## config.mk

```make
export PLATFORM = sky130hd
export DESIGN_NAME = randword_buffer
export DESIGN_NICKNAME = d
export VERILOG_FILES = /design/src/rtl/rwb_pkg.sv /design/src/rtl/rwb_decode.sv /design/src/rtl/rwb_ctrl.sv /design/src/rtl/rwb_hold.sv /design/src/rtl/rwb_rmux.sv /design/src/rtl/randword_buffer.sv
export SDC_FILE = /design/constraint.sdc
export NUM_CORES = 1
export LEC_CHECK = 0
export BUFFER_PORTS_ARGS = -buffer_cell sky130_fd_sc_hd__buf_2
export CORE_ASPECT_RATIO = 1.5
export CORE_MARGIN = 10
export CORE_UTILIZATION = 32
export CTS_CLUSTER_DIAMETER = 40
export DETAILED_ROUTE_END_ITERATION = 8
export PLACE_DENSITY_LB_ADDON = 0.2
export SYNTH_ARGS = -nofsm -noshare
export SYNTH_HDL_FRONTEND = slang
export SYNTH_SLANG_ARGS = --single-unit
```

## constraint.sdc

```tcl
create_clock -name clk -period 4.2 [get_ports clk]
set_input_delay 0.63 -clock clk [delete_from_list [all_inputs] [get_ports clk]]
set_output_delay 0.63 -clock clk [all_outputs]
set_load 0.01 [all_outputs]
```

## src/rtl/rwb_pkg.sv

```systemverilog
package rwb_pkg;

    // which register a bus cycle addresses
    typedef enum logic [1:0] {
        RWB_NONE = 2'd0,
        RWB_CTRL = 2'd1,
        RWB_STAT = 2'd2,
        RWB_DATA = 2'd3
    } rwb_reg_e;

    // control register contents
    typedef struct packed {
        logic ie;
        logic en;
    } rwb_ctrl_t;

    // status bit positions decoded by software
    localparam int unsigned STAT_RDY_BIT  = 0;
    localparam int unsigned STAT_SEED_BIT = 2;

endpackage

```

## src/rtl/rwb_decode.sv

```systemverilog
module rwb_decode
    import rwb_pkg::*;
#(
    parameter int unsigned ADDR_W   = 4,
    parameter int unsigned OFF_CTRL = 0,
    parameter int unsigned OFF_STAT = 4,
    parameter int unsigned OFF_DATA = 8
) (
    input  logic              bus_sel,
    input  logic              bus_wr,
    input  logic [ADDR_W-1:0] bus_addr,
    output rwb_reg_e          reg_sel,
    output logic              ctrl_wr,
    output logic              data_rd
);

    always_comb begin
        reg_sel = RWB_NONE;
        if (bus_sel) begin
            if (bus_addr == ADDR_W'(OFF_CTRL)) begin
                reg_sel = RWB_CTRL;
            end else if (bus_addr == ADDR_W'(OFF_STAT)) begin
                reg_sel = RWB_STAT;
            end else if (bus_addr == ADDR_W'(OFF_DATA)) begin
                reg_sel = RWB_DATA;
            end
        end
        ctrl_wr = (reg_sel == RWB_CTRL) && bus_wr;
        data_rd = (reg_sel == RWB_DATA) && !bus_wr;
    end

endmodule

```

## src/rtl/rwb_ctrl.sv

```systemverilog
module rwb_ctrl
    import rwb_pkg::*;
(
    input  logic      clk,
    input  logic      rst_n,
    input  logic      wr_stb,
    input  logic [1:0] wr_bits,
    output rwb_ctrl_t ctrl
);

    rwb_ctrl_t ctrl_d, ctrl_q;

    always_comb begin
        ctrl_d = ctrl_q;
        if (wr_stb) begin
            ctrl_d.en = wr_bits[0];
            ctrl_d.ie = wr_bits[1];
        end
    end

    always_ff @(posedge clk or negedge rst_n) begin
        if (!rst_n) begin
            ctrl_q <= '0;
        end else begin
            ctrl_q <= ctrl_d;
        end
    end

    assign ctrl = ctrl_q;

endmodule

```

## src/rtl/rwb_hold.sv

```systemverilog
module rwb_hold #(
    parameter int unsigned DATA_W = 32
) (
    input  logic              clk,
    input  logic              rst_n,
    input  logic              gen_valid,
    input  logic [DATA_W-1:0] gen_word,
    input  logic              seed_err,
    input  logic              consume,
    output logic              gen_ready,
    output logic              full,
    output logic [DATA_W-1:0] word
);

    typedef struct packed {
        logic              full;
        logic [DATA_W-1:0] word;
    } hold_t;

    hold_t hold_d, hold_q;
    logic  take;

    always_comb begin
        hold_d    = hold_q;
        gen_ready = !hold_q.full && !seed_err;
        take      = gen_valid && gen_ready;
        if (seed_err) begin
            hold_d.full = 1'b0;
            hold_d.word = '0;
        end else if (consume && hold_q.full) begin
            hold_d.full = 1'b0;
            hold_d.word = '0;
        end else if (take) begin
            hold_d.full = 1'b1;
            hold_d.word = gen_word;
        end
    end

    always_ff @(posedge clk or negedge rst_n) begin
        if (!rst_n) begin
            hold_q <= '0;
        end else begin
            hold_q <= hold_d;
        end
    end

    assign full = hold_q.full;
    assign word = hold_q.word;

endmodule

```

## src/rtl/rwb_rmux.sv

```systemverilog
module rwb_rmux
    import rwb_pkg::*;
#(
    parameter int unsigned DATA_W = 32
) (
    input  rwb_reg_e          reg_sel,
    input  rwb_ctrl_t         ctrl,
    input  logic              full,
    input  logic              seed_err,
    input  logic [DATA_W-1:0] word,
    output logic [DATA_W-1:0] rdata
);

    always_comb begin
        rdata = '0;
        case (reg_sel)
            RWB_CTRL: begin
                rdata[0] = ctrl.en;
                rdata[1] = ctrl.ie;
            end
            RWB_STAT: begin
                rdata[STAT_RDY_BIT]  = full;
                rdata[STAT_SEED_BIT] = seed_err;
            end
            RWB_DATA: begin
                rdata = full ? word : '0;
            end
            default: rdata = '0;
        endcase
    end

endmodule

```

## src/rtl/randword_buffer.sv

```systemverilog
module randword_buffer
    import rwb_pkg::*;
#(
    parameter int unsigned DATA_W   = 32,
    parameter int unsigned ADDR_W   = 4,
    parameter int unsigned OFF_CTRL = 0,
    parameter int unsigned OFF_STAT = 4,
    parameter int unsigned OFF_DATA = 8
) (
    input  logic              clk,
    input  logic              rst_n,
    input  logic              gen_valid,
    input  logic [DATA_W-1:0] gen_word,
    output logic              gen_ready,
    input  logic              seed_err,
    input  logic              bus_sel,
    input  logic              bus_wr,
    input  logic [ADDR_W-1:0] bus_addr,
    input  logic [DATA_W-1:0] bus_wdata,
    output logic [DATA_W-1:0] bus_rdata,
    output logic              gen_enable,
    output logic              irq
);

    rwb_reg_e          reg_sel;
    logic              ctrl_wr;
    logic              data_rd;
    rwb_ctrl_t         ctrl;
    logic              full_w;
    logic [DATA_W-1:0] word_w;
    logic              unused_wdata;

    assign unused_wdata = ^bus_wdata[DATA_W-1:2];

    rwb_decode #(
        .ADDR_W  (ADDR_W),
        .OFF_CTRL(OFF_CTRL),
        .OFF_STAT(OFF_STAT),
        .OFF_DATA(OFF_DATA)
    ) u_decode (
        .bus_sel (bus_sel),
        .bus_wr  (bus_wr),
        .bus_addr(bus_addr),
        .reg_sel (reg_sel),
        .ctrl_wr (ctrl_wr),
        .data_rd (data_rd)
    );

    rwb_ctrl u_ctrl (
        .clk    (clk),
        .rst_n  (rst_n),
        .wr_stb (ctrl_wr),
        .wr_bits(bus_wdata[1:0]),
        .ctrl   (ctrl)
    );

    rwb_hold #(
        .DATA_W(DATA_W)
    ) u_hold (
        .clk      (clk),
        .rst_n    (rst_n),
        .gen_valid(gen_valid),
        .gen_word (gen_word),
        .seed_err (seed_err),
        .consume  (data_rd),
        .gen_ready(gen_ready),
        .full     (full_w),
        .word     (word_w)
    );

    rwb_rmux #(
        .DATA_W(DATA_W)
    ) u_rmux (
        .reg_sel (reg_sel),
        .ctrl    (ctrl),
        .full    (full_w),
        .seed_err(seed_err),
        .word    (word_w),
        .rdata   (bus_rdata)
    );

    assign gen_enable = ctrl.en;
    assign irq        = ctrl.ie & full_w;

endmodule

```

==> key figures <==
Cells and area
  • FF/Latch Area: 876 um2
  • Layout cell share with drive strength beyond 1: 0.348
  • Area Growth Syn to Fin: 32.7%
  • ANT cells: 0
  • NumNets Final: 349
  • Fill count: 536
  • Multi-input gate area: 777 um2

Critical path
  • CP Capture Type: primary output
  • Flop2flop setup slack: 2.19 ns
  • Crit Path Max Fanout: 16
  • CP required: 3.57 ns
  • Worst Path Arrival: 2.29 ns
  • Worst r2r dst: u_hold.word[3]$_DFFE_PN0P_
  • Setup CP Type: input pin to primary output
  • Worst reg2reg path depth: 4
  • Reg2reg start: u_hold.full$_DFFE_PN0P_
  • Crit start category: input pin

Floorplanning
  • Initial Util: 0.329
  • Die Wd: 79.5 um
  • Die Y-Extent: 109 um
  • Io pins: 109
  • Row count: 32
  • Die area: 8690 um2
  • Core area: 5160 um2

Logic synthesis
  • Most frequent cell after synthesis: nand2_1
  • Ys flop type: dfrtp_1
  • Area leader, netlist: dfrtp_1
  • Mapped cell area: 1700 um2
  • Async set-reset flop share out of synthesis: 1.00
  • Post-synthesis sequential area ratio: 0.515
  • Synth top area share: 0.515
  • Post-synth top cells: nand2_1 (66), a21oi_1 (35), dfrtp_1 (35)
  • Mean Syn Cell Area: 8.47 um2
  • Syn nets: 275
  • Synth unique cells: 20
  • Top cells by area, synth: dfrtp_1 (51%), nand2_1 (15%), and2_1 (11%), a21oi_1 (10%), clkbuf_1 (2.2%)
  • Post-synth EDFFs: 0
  • Yosys warns: 0
  • Post-Synthesis Cells: 201
  • Yosys reg bits: 35

GRT
  • GRT Residual Overflow: 0
  • Gr usage total: 0.110
  • First-pass GRT wire length: 7.69 mm
  • Largest net degree at the start of global routing: 36
  • Vias in the first global route: 1,565
  • Initial antenna violation count: 0

Detailed routing
  • Drt drc: 0
  • Post-Route WL: 4.82 mm
  • Avg WL per Cell: 14.0 um
  • DRT Pass-1 Iters: 4
  • Via count: 1,541
  • Final antenna-violating net count: 0
  • Drt via density: 4.48
  • Initial DRC count: 90

CTS
  • CTS sink cnt: 35
  • Post_cts resized: 0
  • Clock root buffer: clkbuf_8
  • Post-CTS Hold Buffers: 0
  • Clock transition at path regs: 0.07 ns
  • Setup Fix Bufs, Post-CTS: 0
  • Num CTS Buffers: 5
  • Htree depth: 2
  • Worst-case clock buffer depth: 2
  • CTS tree: yes
  • Clk Latency, worst-skew pair: 0.28 ns

Timing
  • Final Hold Viols: 0
  • Least-Margin Pin Slew: 0.966 ns
  • Min Tclk post-route: 2.92 ns
  • Final Slew Violations: 0
  • Fmax: 0.342 GHz
  • RSZ-0062 raised after global routing: no
  • Rel. slew slack: 0.353
  • Clock skew: 0.00367 ns
  • Finish-stage setup viols: 0
  • Min Hold Slack: 0.420 ns
  • TNS Setup: 0 ns
  • Tcrit/Tclk final: 0.696

Placement
  • Final Wtd Congestion: 0.724
  • PortBufs: 78
  • Dpl hpwl: 3.49 mm

Worst hold path
  • Worst hold path class: input pin to async pin

Pwr
  • Peak VDD IR: 0.164 mV
  • Pwr per Cell Area: 315 nW/um2
  • P_leak: 0.00116 uW

Run status
  • Status: finished clean

Job
  • Max_cap viols: 0
[worst max-delay path, stage by stage]
cell and delay (ns):
buf_2 0.12, or4b_4 0.58, nor2_2 0.39, buf_4 0.28, and2_1 0.14, buf_2 0.13
[registers in the layout (all words and copies together) (netlist names)]
signal       flops
u_hold.full      1
u_hold.word     32
u_ctrl.ctrl      2
[routing by layer]
metal  share of wire  vias to the layer above  track usage
li1                -                      790            -
met3           0.069                        2       0.0384
met4           0.011                        0       0.0463
met5               0                        -            0
met2            0.53                       43        0.193
met1            0.39                      706        0.118
[worst max-delay path by stage]
stage | slack, ns | startpoint | depth (start not counted) | end
5_1_grt | 1.11 | bus_addr[2] | 6 | bus_rdata[3]
6_report | 1.28 | bus_addr[2] | 6 | bus_rdata[21]
2_1_floorplan | 1.73 | bus_addr[2] | 5 | bus_rdata[21]
4_1_cts | 1.23 | bus_addr[2] | 6 | bus_rdata[21]
3_3_place_gp | 1.22 | bus_addr[2] | 6 | bus_rdata[17]
3_5_place_dp | 1.23 | bus_addr[2] | 6 | bus_rdata[21]
[final cells by class]
cell class              count  share of cell area
well taps                  68              0.0377
repair buffers             81               0.183
flip-flops and latches     35               0.388
clock buffers               8              0.0443
multi-input cells         150               0.344
inverters                   2             0.00332
[through the flow]
| stage | power [uW] | utilization | instance area (um2) | worst slack (ns) | cells |
|---|---|---|---|---|---|
| after global placement | 454 | 0.418 | 2160 | 1.22 | 336 |
| after CTS | 724 | 0.437 | 2260 | 1.23 | 344 |
| after floorplan | 410 | - | 1700 | 1.73 | 201 |
| after detailed placement | 455 | 0.418 | 2160 | 1.23 | 336 |
| final | 711 | 0.437 | 2260 | 1.28 | 344 |
| after global routing | 748 | 0.437 | 2260 | 1.11 | 344 |
[where the power goes]
part,switching [uW],internal (uW)
sequential,10.1,354
combinational,46.4,36.4
clock,115,150
[kinds of logic after synthesis]
| kind of cell | count (synthesis) | synth area share |
|---|---|---|
| AND/OR/NAND/NOR | 110 | 0.310 |
| multiplexers | 2 | 0.0176 |
| flip-flops | 35 | 0.515 |
| AO/OA/AOI/OAI | 38 | 0.119 |
| buffers and inverters | 16 | 0.0382 |
[cells in the final DEF (no fill, tap or decap)]
master    count
a21boi_0      1
a211oi_1      1
nor2_2        1
mux2_4        2
dfrtp_1      35
nand3_1       2
and2_1       30
nand2_1      66
nand4b_1      1
inv_1         2
clkbuf_1      1
nand3b_1      1
or3b_4        1
o31ai_4       1
or4b_4        1
buf_4         3
buf_2        78
nor3b_2       1
nand2b_1      1
nor2_1        4
a21oi_1      35
or3b_2        1
clkbuf_8      7
Power figures use the tool's default switching activity.
